$ cat config.mk
export PLATFORM = sky130hd
export DESIGN_NAME = mclk_swap_seq
export DESIGN_NICKNAME = d
export VERILOG_FILES = /design/src/rtl/mclk_swap_pkg.sv /design/src/rtl/mclk_word_pack.sv /design/src/rtl/mclk_head_probe.sv /design/src/rtl/mclk_cycle_timer.sv /design/src/rtl/mclk_swap_seq.sv
export SDC_FILE = /design/constraint.sdc
export NUM_CORES = 1
export LEC_CHECK = 0
export CORE_AREA = 2 2 132 134
export CTS_BUF_LIST = sky130_fd_sc_hd__clkbuf_8
export DETAILED_ROUTE_END_ITERATION = 8
export DIE_AREA = 0 0 134 136
export PLACE_DENSITY = 0.77
export SLEW_MARGIN = 0
export SYNTH_ARGS = -nofsm -noshare
export SYNTH_HDL_FRONTEND = slang
export SYNTH_SLANG_ARGS = --single-unit
$ cat constraint.sdc
create_clock -name clk -period 2.23 [get_ports clk]
set_input_delay 0.446 -clock clk [delete_from_list [all_inputs] [get_ports clk]]
set_output_delay 0.446 -clock clk [all_outputs]
set_load 0.02 [all_outputs]
$ cat src/rtl/mclk_swap_pkg.sv
package mclk_swap_pkg;

  localparam logic [31:0] PLL_OWN_MASK   = 32'hC0771100;
  localparam int          FETCH_OFF_BIT  = 5;
  localparam logic [1:0]  SEL_NORMAL     = 2'b11;
  localparam logic [1:0]  SEL_BYPASS     = 2'b00;

  typedef enum logic [4:0] {
    S_IDLE, S_SAMP_A, S_SAMP_B, S_ENT_SEL, S_W_LOW, S_W_HIGH, S_BLOCK,
    S_PRE, S_REF1, S_REF2, S_AREF_OFF, S_SR_ON, S_SEL_CLR, S_PLL,
    S_SEL_SET, S_SETTLE, S_SR_OFF, S_AREF_ON, S_EX_SEL, S_EX_WAIT,
    S_RESTORE, S_FIN
  } seq_state_e;

  typedef struct packed {
    logic       two_stage;
    logic [2:0] log2p;
    logic [2:0] bias_p;
    logic [2:0] max_p;
    logic [7:0] n1;
    logic [7:0] m1;
    logic [7:0] n2;
    logic [7:0] m2;
  } div_set_t;

endpackage

$ cat src/rtl/mclk_word_pack.sv
module mclk_word_pack
  import mclk_swap_pkg::*;
(
  input  div_set_t    div,
  output logic [31:0] ctrl_bits,
  output logic [31:0] coef
);

  logic [3:0] p_sum;
  logic [2:0] p_eff;

  always_comb begin
    p_sum = {1'b0, div.bias_p} + {1'b0, div.log2p};
    p_eff = (p_sum > {1'b0, div.max_p}) ? div.max_p : p_sum[2:0];

    ctrl_bits        = '0;
    ctrl_bits[31]    = 1'b1;
    ctrl_bits[30]    = div.two_stage;
    ctrl_bits[22:20] = p_eff;
    ctrl_bits[18:16] = div.log2p;
    ctrl_bits[8]     = ~div.two_stage;

    if (div.two_stage) coef = {div.n2, div.m2, div.n1, div.m1};
    else               coef = {16'h0000, div.n1, div.m1};
  end

endmodule

$ cat src/rtl/mclk_head_probe.sv
module mclk_head_probe #(
  parameter int SCAN_W = 16
) (
  input  logic              clk,
  input  logic              rst,
  input  logic              cap_a,
  input  logic              cap_b,
  input  logic [SCAN_W-1:0] scan,
  input  logic [7:0]        mode_rd,
  output logic              active,
  output logic [7:0]        saved_mode
);

  logic [SCAN_W-1:0] scan_first;

  always_ff @(posedge clk) begin
    if (rst) begin
      scan_first <= '0;
      saved_mode <= '0;
      active     <= 1'b0;
    end else begin
      if (cap_a) begin
        scan_first <= scan;
        saved_mode <= mode_rd;
      end
      if (cap_b) active <= (scan != scan_first);
    end
  end

endmodule

$ cat src/rtl/mclk_cycle_timer.sv
module mclk_cycle_timer #(
  parameter int W = 12
) (
  input  logic         clk,
  input  logic         rst,
  input  logic         clr,
  input  logic [W-1:0] limit,
  output logic         hit
);

  logic [W-1:0] cnt;

  always_ff @(posedge clk) begin
    if (rst || clr)  cnt <= '0;
    else if (!hit)   cnt <= cnt + 1'b1;
  end

  assign hit = (cnt == limit);

endmodule

$ cat src/rtl/mclk_swap_seq.sv
module mclk_swap_seq
  import mclk_swap_pkg::*;
#(
  parameter int NHEAD      = 2,
  parameter int NPLL       = 2,
  parameter int SCAN_W     = 16,
  parameter int SETTLE_W   = 8,
  parameter int TMO_CYCLES = 4000
) (
  input  logic                      clk,
  input  logic                      rst,
  input  logic                      start,
  input  logic                      dual_pll,
  input  logic                      two_stage,
  input  logic [2:0]                log2p,
  input  logic [2:0]                bias_p,
  input  logic [2:0]                max_p,
  input  logic [7:0]                n1,
  input  logic [7:0]                m1,
  input  logic [7:0]                n2,
  input  logic [7:0]                m2,
  input  logic [SETTLE_W-1:0]       settle_cycles,
  input  logic [NHEAD*SCAN_W-1:0]   head_scan,
  input  logic [NHEAD-1:0]          head_vblank,
  input  logic [NHEAD*8-1:0]        head_mode_rd,
  output logic [NHEAD-1:0]          head_mode_wr,
  output logic [NHEAD*8-1:0]        head_mode_wdata,
  output logic                      dram_precharge,
  output logic                      dram_refresh,
  output logic                      dram_auto_ref_en,
  output logic                      dram_self_refresh,
  output logic [1:0]                clk_src_sel,
  input  logic [31:0]               pll_ctrl_cur,
  output logic [NPLL-1:0]           pll_wr,
  output logic [31:0]               pll_ctrl,
  output logic [31:0]               pll_coef,
  output logic                      busy,
  output logic                      done,
  output logic                      error
);

  localparam int HW    = $clog2(NHEAD + 1);
  localparam int TMO_W = $clog2(TMO_CYCLES + 1);
  localparam int CNT_W = (TMO_W > SETTLE_W) ? TMO_W : SETTLE_W;
  localparam logic [HW-1:0] LAST_H = HW'(NHEAD);

  seq_state_e     state;
  logic [HW-1:0]  h;
  logic           err_f;

  // per-head probes
  logic [NHEAD-1:0] act;
  logic [7:0]       saved [NHEAD];
  logic             cap_a, cap_b;

  assign cap_a = (state == S_SAMP_A);
  assign cap_b = (state == S_SAMP_B);

  generate
    for (genvar g = 0; g < NHEAD; g++) begin : g_head
      mclk_head_probe #(.SCAN_W(SCAN_W)) u_probe (
        .clk        (clk),
        .rst        (rst),
        .cap_a      (cap_a),
        .cap_b      (cap_b),
        .scan       (head_scan[g*SCAN_W +: SCAN_W]),
        .mode_rd    (head_mode_rd[g*8 +: 8]),
        .active     (act[g]),
        .saved_mode (saved[g])
      );
    end
  endgenerate

  // selected head view
  logic       act_cur, vbl_cur;
  logic [7:0] saved_cur;

  always_comb begin
    act_cur   = 1'b0;
    vbl_cur   = 1'b0;
    saved_cur = '0;
    for (int i = 0; i < NHEAD; i++) begin
      if (h == HW'(i)) begin
        act_cur   = act[i];
        vbl_cur   = head_vblank[i];
        saved_cur = saved[i];
      end
    end
  end

  // divider word packing
  div_set_t    div;
  logic [31:0] ctrl_bits, coef_word;

  assign div = '{two_stage: two_stage, log2p: log2p, bias_p: bias_p,
                 max_p: max_p, n1: n1, m1: m1, n2: n2, m2: m2};

  mclk_word_pack u_pack (
    .div       (div),
    .ctrl_bits (ctrl_bits),
    .coef      (coef_word)
  );

  // shared wait / settle timer
  logic             waiting, tmr_hit;
  logic [CNT_W-1:0] tmr_limit;

  assign waiting = (state == S_W_LOW) || (state == S_W_HIGH) ||
                   (state == S_SETTLE) || (state == S_EX_WAIT);
  assign tmr_limit = (state == S_SETTLE) ? CNT_W'(settle_cycles)
                                         : CNT_W'(TMO_CYCLES);

  mclk_cycle_timer #(.W(CNT_W)) u_timer (
    .clk   (clk),
    .rst   (rst),
    .clr   (!waiting),
    .limit (tmr_limit),
    .hit   (tmr_hit)
  );

  // sequencer
  always_ff @(posedge clk) begin
    if (rst) begin
      state             <= S_IDLE;
      h                 <= '0;
      err_f             <= 1'b0;
      busy              <= 1'b0;
      done              <= 1'b0;
      error             <= 1'b0;
      dram_precharge    <= 1'b0;
      dram_refresh      <= 1'b0;
      dram_auto_ref_en  <= 1'b1;
      dram_self_refresh <= 1'b0;
      clk_src_sel       <= SEL_NORMAL;
      pll_wr            <= '0;
      pll_ctrl          <= '0;
      pll_coef          <= '0;
      head_mode_wr      <= '0;
      head_mode_wdata   <= '0;
    end else begin
      done           <= 1'b0;
      error          <= 1'b0;
      dram_precharge <= 1'b0;
      dram_refresh   <= 1'b0;
      pll_wr         <= '0;
      head_mode_wr   <= '0;

      unique case (state)
        S_IDLE: if (start) begin
          busy  <= 1'b1;
          err_f <= 1'b0;
          state <= S_SAMP_A;
        end
        S_SAMP_A: state <= S_SAMP_B;
        S_SAMP_B: begin
          h     <= '0;
          state <= S_ENT_SEL;
        end
        S_ENT_SEL: begin
          if (h == LAST_H)  state <= S_PRE;
          else if (!act_cur) h    <= h + 1'b1;
          else               state <= S_W_LOW;
        end
        S_W_LOW: begin
          if (!vbl_cur) state <= S_W_HIGH;
          else if (tmr_hit) begin
            err_f <= 1'b1;
            state <= S_SR_OFF;
          end
        end
        S_W_HIGH: begin
          if (vbl_cur) state <= S_BLOCK;
          else if (tmr_hit) begin
            err_f <= 1'b1;
            state <= S_SR_OFF;
          end
        end
        S_BLOCK: begin
          for (int i = 0; i < NHEAD; i++) begin
            if (h == HW'(i)) begin
              head_mode_wr[i]         <= 1'b1;
              head_mode_wdata[i*8 +: 8] <= saved_cur | (8'd1 << FETCH_OFF_BIT);
            end
          end
          h     <= h + 1'b1;
          state <= S_ENT_SEL;
        end
        S_PRE: begin
          dram_precharge <= 1'b1;
          state          <= S_REF1;
        end
        S_REF1: begin
          dram_refresh <= 1'b1;
          state        <= S_REF2;
        end
        S_REF2: begin
          dram_refresh <= 1'b1;
          state        <= S_AREF_OFF;
        end
        S_AREF_OFF: begin
          dram_auto_ref_en <= 1'b0;
          state            <= S_SR_ON;
        end
        S_SR_ON: begin
          dram_self_refresh <= 1'b1;
          state             <= S_SEL_CLR;
        end
        S_SEL_CLR: begin
          clk_src_sel <= SEL_BYPASS;
          state       <= S_PLL;
        end
        S_PLL: begin
          pll_wr   <= dual_pll ? {NPLL{1'b1}} : NPLL'(1);
          pll_ctrl <= (pll_ctrl_cur & ~PLL_OWN_MASK) | (ctrl_bits & PLL_OWN_MASK);
          pll_coef <= coef_word;
          state    <= S_SEL_SET;
        end
        S_SEL_SET: begin
          clk_src_sel <= SEL_NORMAL;
          state       <= S_SETTLE;
        end
        S_SETTLE: if (tmr_hit) state <= S_SR_OFF;
        S_SR_OFF: begin
          dram_self_refresh <= 1'b0;
          state             <= S_AREF_ON;
        end
        S_AREF_ON: begin
          dram_auto_ref_en <= 1'b1;
          h                <= '0;
          state            <= S_EX_SEL;
        end
        S_EX_SEL: begin
          if (h == LAST_H)   state <= S_FIN;
          else if (!act_cur) h     <= h + 1'b1;
          else               state <= S_EX_WAIT;
        end
        S_EX_WAIT: begin
          if (vbl_cur) state <= S_RESTORE;
          else if (tmr_hit) begin
            err_f <= 1'b1;
            state <= S_RESTORE;
          end
        end
        S_RESTORE: begin
          for (int i = 0; i < NHEAD; i++) begin
            if (h == HW'(i)) begin
              head_mode_wr[i]           <= 1'b1;
              head_mode_wdata[i*8 +: 8] <= saved_cur;
            end
          end
          h     <= h + 1'b1;
          state <= S_EX_SEL;
        end
        S_FIN: begin
          done  <= 1'b1;
          error <= err_f;
          busy  <= 1'b0;
          state <= S_IDLE;
        end
        default: state <= S_IDLE;
      endcase
    end
  end

endmodule

# Word level (Yosys, flattened, before mapping)
# Index checks and enable logic that the tools add are counted.
[op_classes]
order_cmp = 1
n_eq_ne = 38
n_mux = 43
add_sub_neg = 3
n_bitwise = 5
n_reduce_logical = 30
[ops]
columns = ["op", "count"]
rows = [
  ["$pmux 5 s19", 1],
  ["$mux 5", 10],
  ["$eq 5x4->1 const B", 8],
  ["$mux 8", 5],
  ["$mux 32", 1],
  ["$ne 16x16->1", 2],
  ["$or 30x32->32", 1],
  ["$pmux 16 s2", 1],
  ["$eq 5x5->1 const B", 6],
  ["$eq 5x3->1 const B", 4],
  ["$reduce_or 2->1", 10],
  ["$ne 2x2->1 const B", 9],
  ["$mux 1", 14],
  ["$add 12x1->12 const B", 1],
  ["$eq 12x12->1", 1],
  ["$mux 12", 1],
  ["$eq 5x2->1 const B", 2],
  ["$reduce_bool 2->1", 5],
  ["$ne 3x3->1 const B", 3],
  ["$reduce_and 3->1", 3],
  ["$reduce_and 4->1", 2],
  ["$mux 2", 3],
  ["$pmux 1 s2", 3],
  ["$pmux 2 s3", 1],
  ["16 further kinds", 23],
]
[word_totals]
input_bits = 136
word_cells = 144
regBits = 163
output_inout_bits = 93

# Longest topological paths before layout
[depth]
word_depth = 6
depth_mapped = 10
mapped_depth_nobuf = 9

# Modules after synthesis
# A second synthesis with hierarchy kept.
[unflattened]
hier_cells = 893
hier_area_um2 = 7681.1
[by_module_without_submodules]
columns = ["mod", "cells_per_inst", "seq_area_each_um2", "area_per_inst_um2", "instances"]
rows = [
  ["mclk_swap_seq", 523, 2001.9, 4229.1, 1],
  ["mclk_head_probe", 102, 500.5, 1048.5, 2],
  ["mclk_cycle_timer", 82, 240.2, 700.7, 1],
  ["mclk_word_pack", 84, 0.0, 654.4, 1],
]

# Least setup slack after synthesis
# Ideal clock, no wire load.
[synth_timing]
kind = "input to register"
from = "input port log2p[0]"
to = "register pll_ctrl[20]"
setup_time_ps = 86
n_path_buf = 0
t_required_ps = 2144
slack_ps = -149
stages = 9
t_arrival_ps = 2293
cell_sequence = "ha_1 > fa_1 > ha_1 > nor2b_1 > o21a_1 > o21ai_0 > nand2_1 > mux2i_1 > a211oi_1"
[synth_between]
elab_chain_len = 4
[synth_rtl]
columns = ["element", "line_no", "source"]
rows = [
  ["from (decl)", "mclk_swap_seq.sv:15", "input logic [2:0] log2p,"],
  ["$add 3x3->4 *", "mclk_word_pack.sv:13", "p_sum = {1'b0, div.bias_p} + {1'b0, div.log2p};"],
  ["$gt 4x3->1", "mclk_word_pack.sv:14", "p_eff = (p_sum > {1'b0, div.max_p}) ? div.max_p : p_sum[2:0];"],
  ["$mux 3 *", "mclk_word_pack.sv:14", ""],
  ["$or 30x32->32 *", "mclk_swap_seq.sv:214", "pll_ctrl <= (pll_ctrl_cur & ~PLL_OWN_MASK) | (ctrl_bits & PLL_OWN_MASK);"],
  ["to (signal assigned)", "mclk_swap_seq.sv:214", ""],
  ["to (decl)", "mclk_swap_seq.sv:35", "output logic [31:0] pll_ctrl,"],
]
# Mark *: on every way between the ends. The rest lies on a longest branch, timed or not.
# A chain may end at the register's enable or synchronous reset.

# Worst setup path after layout
[layout_timing]
from = "input port log2p[0]"
to = "register pll_ctrl[22]"
# The elaborated chain is that of the path after synthesis.

==> qor.yml <==
outcome:
  status: "finished clean"
sta:
  drv_slew: 0
  max_freq_ghz: 0.490
  fin_crit_sh_pct: 91.5
  setup-tns-final_ns: 0
  rsz0062_at_grt: "false"
  setup_viol: 0
  period_minus_slack_ns: 2.04
  max_slew.worst_pin.slew_ns: 0.656
  skew_ns: 0.0131
  maxSlewHeadroom_pct: 56.2
  finalHoldViolCount: 0
floorplanning:
  start_util_pct: 42.3
  die-area_mm2: 0.0182
  die_w_um: 134
  core-area_mm2: 0.0169
  io_pins: 229
  dieHeight_um: 136
  fp-row-count: 48
critical_path:
  crit_type: "in -> reg"
  cp.required_ns: 2.56
  crit_path_start_kind: "primary input"
  reg2reg_slack_ns: 0.19
  worstPathMaxFanout: 3
  endpoint_kind: "register"
  rr_worst_depth: 8
  worstPathArrival_ns: 2.37
  regToRegEndpoint: "u_timer.cnt[4]"
  reg2reg_from: "state[4]"
synthesis:
  async_flop_share_pct: 0
  synth_edf_count: 0
  synth_cells: 897
  synth_nets: 1044
  yosys_register_bits: 161
  yosysSeqAreaShare_pct: 45.2
  yosys.cell_types.count: 64
  yosysWarningCount: 0
  ys.flop_type: "dfxtp_1"
  syn_area_per_cell_um2: 7.95
  netlist_area_mm2: 0.00713
finish:
  final_nets: 1248
  drive_gt1_share_pct: 7.81
  syn_to_final_growth_pct: 41.2
  fillers: 1522
  mostFrequentLayoutCells: "nand2_1 (231), clkdlybuf4s50_1 (212), dfxtp_1 (161), a21oi_1 (139), nor2_1 (49)"
  antenna_cells: 0
  final_common_cell: "nand2_1"
clocking:
  numCtsBuffers: 17
  clock_latency_ns: 0.46
  postCtsHoldBufs: 0
  cts_tree: "built"
  clk_pin_slew_ns: 0.09
  cts_root_buf: "clkbuf_8"
  clock_path_buffers: 2
  cts.sinks: 161
  cts.htree.levels: 4
job:
  drv_cap: 0
drt:
  vias: 6797
  detailedRoute.firstPassIterationCount: 5
  drcViolationCount: 0
  drt-total-wl_um: 19800
  wire_per_inst_um: 14.8
  drtIter0Drc: 508
  drtAntennaViolNets: 0
  via_per_inst: 5.08
min_path:
  hold_path_class: "in -> reg"
  min_to: "state[4]"
  min_from: "rst"
  min_path_cells: 2
placement:
  dpl.hpwl_um: 13800
  place_congestion: 0.863
  io_buffers: 217
power_and_ir_drop:
  p_per_area_mw_per_mm2: 812
  peakVddDrop_uv: 501
  p_leak_nw: 3.57
  p_total_mw: 8.18
grt:
  track_usage_pct: 21.4
  grt_pass1_vias: 6212
  grt_first_pass_wirelength_um: 31400
  antenna_found_initial: 1
  grt_max_degree: 113
  grt_overflow: 0
-- power breakdown --
group	switching (mW)	leakage [nW]	internal (mW)	total [mW]
Clock	1.11	0.241	1.40	2.51
Sequential	0.188	1.30	3.17	3.36
Combinational	1.31	2.02	1.01	2.32
-- final cells by class --
class / count / area (um^2) / area share (%)
timing repair buffer: 249 / 2440 / 24.2
multi-input combinational: 661 / 3610 / 35.9
tap: 225 / 282 / 2.80
clock buffer: 19 / 262 / 2.60
inverter: 11 / 41.3 / 0.410
sequential: 161 / 3220 / 32.0
clock inverter: 13 / 208 / 2.06
-- cells in the mapped netlist, drive strengths merged (2+ instances only) --
cell	instances	share of area, %
nand4	6	0.53
nor4	12	1.1
and2	4	0.35
or3	9	0.79
nor2b	7	0.61
buf	19	1.8
clkbuf	45	2.4
a41oi	2	0.35
nand2	232	12
nor3b	3	0.32
or4	4	0.42
ha	10	1.8
mux2i	11	1.5
o21ai	13	0.91
o31ai	5	0.53
a21oi	139	9.8
o2111ai	2	0.33
o32a	2	0.28
a22oi	2	0.21
nand3	32	2.3
o211ai	3	0.32
nor2	50	2.7
a211oi	6	0.70
or2	5	0.44
dfxtp	161	45
nand3b	3	0.32
o31a	2	0.25
xor2	39	4.8
o22ai	2	0.18
a221oi	2	0.25
inv	11	0.58
xnor2	6	0.74
nor4bb	2	0.28
o32ai	2	0.25
a31oi	5	0.44
a2bb2oi	2	0.25
a21o	5	0.53
nand2b	8	0.81
nor3	10	0.77
-- cells by family after synthesis --
| group | after synthesis | synth area share (%) |
|---|---|---|
| other | 1 | 0.0526 |
| flip-flops | 161 | 45.2 |
| XOR/XNOR | 45 | 5.53 |
| adder cells (fa/ha/maj) | 11 | 2.04 |
| buffers and inverters | 75 | 4.79 |
| AND/OR/NAND/NOR | 388 | 24.0 |
| multiplexers | 11 | 1.54 |
| AO/OA/AOI/OAI | 205 | 16.9 |
-- critical path: stages --
cell      delay [ns]
clkbuf_2        0.11
ha_4            0.17
fa_2            0.60
ha_4            0.20
nor2b_1         0.13
o21a_1          0.18
o21ai_2         0.17
nand2_2         0.10
o211ai_1        0.19
a21oi_1         0.08
-- stage by stage --
step | utilization [%] | std cells | hold slack [ns] | cell area, um^2 | setup WS (ns)
after CTS | 59.5 | 1338 | 0.217 | 10000 | 0.00195
after global routing | 59.7 | 1339 | 0.239 | 10100 | 0.0723
final | 59.7 | 1339 | 0.251 | 10100 | 0.190
after global placement | 56.7 | 1305 | 0.437 | 9570 | -0.645
after detailed placement | 56.7 | 1305 | 0.444 | 9570 | -0.705
after floorplan | - | 897 | 0.433 | 7140 | -0.0531
-- state kept, by name (all words and copies together), names as in the netlist, 5 cells and up --
signal                     count
g_head.u_probe.scan_first     32
pll_ctrl                      31
state                          5
pll_coef                      32
g_head.u_probe.saved_mode     16
u_timer.cnt                   12
head_mode_wdata               16
-- timing repair --
| item | in CTS | in global routing |
|---|---|---|
| setup buffers | 1 | 1 |
| resized for setup | 3 | 10 |
| pin swaps | 3 | 5 |
| setup endpoints to repair | 3 | 5 |
-- how the worst max path moves through the flow --
stage | slack, ns | cells after the start | to | startpoint
3_5_place_dp | -0.70 | 10 | pll_ctrl[21] | log2p[0]
2_1_floorplan | -0.05 | 9 | pll_ctrl[20] | log2p[0]
6_report | 0.19 | 10 | pll_ctrl[22] | log2p[0]
4_1_cts | 0.002 | 9 | pll_ctrl[20] | log2p[1]
5_1_grt | 0.07 | 8 | state[0] | h[1]
3_3_place_gp | -0.65 | 10 | pll_ctrl[21] | log2p[0]
-- layer usage --
metal,GRT usage (%),up-vias,share of wire (%)
met1,26.6,3112,43
met3,6.64,35,6.9
met5,0,-,0
li1,-,3453,-
met4,8.33,0,2.4
met2,34.9,197,48
Power figures use the tool's default switching activity.
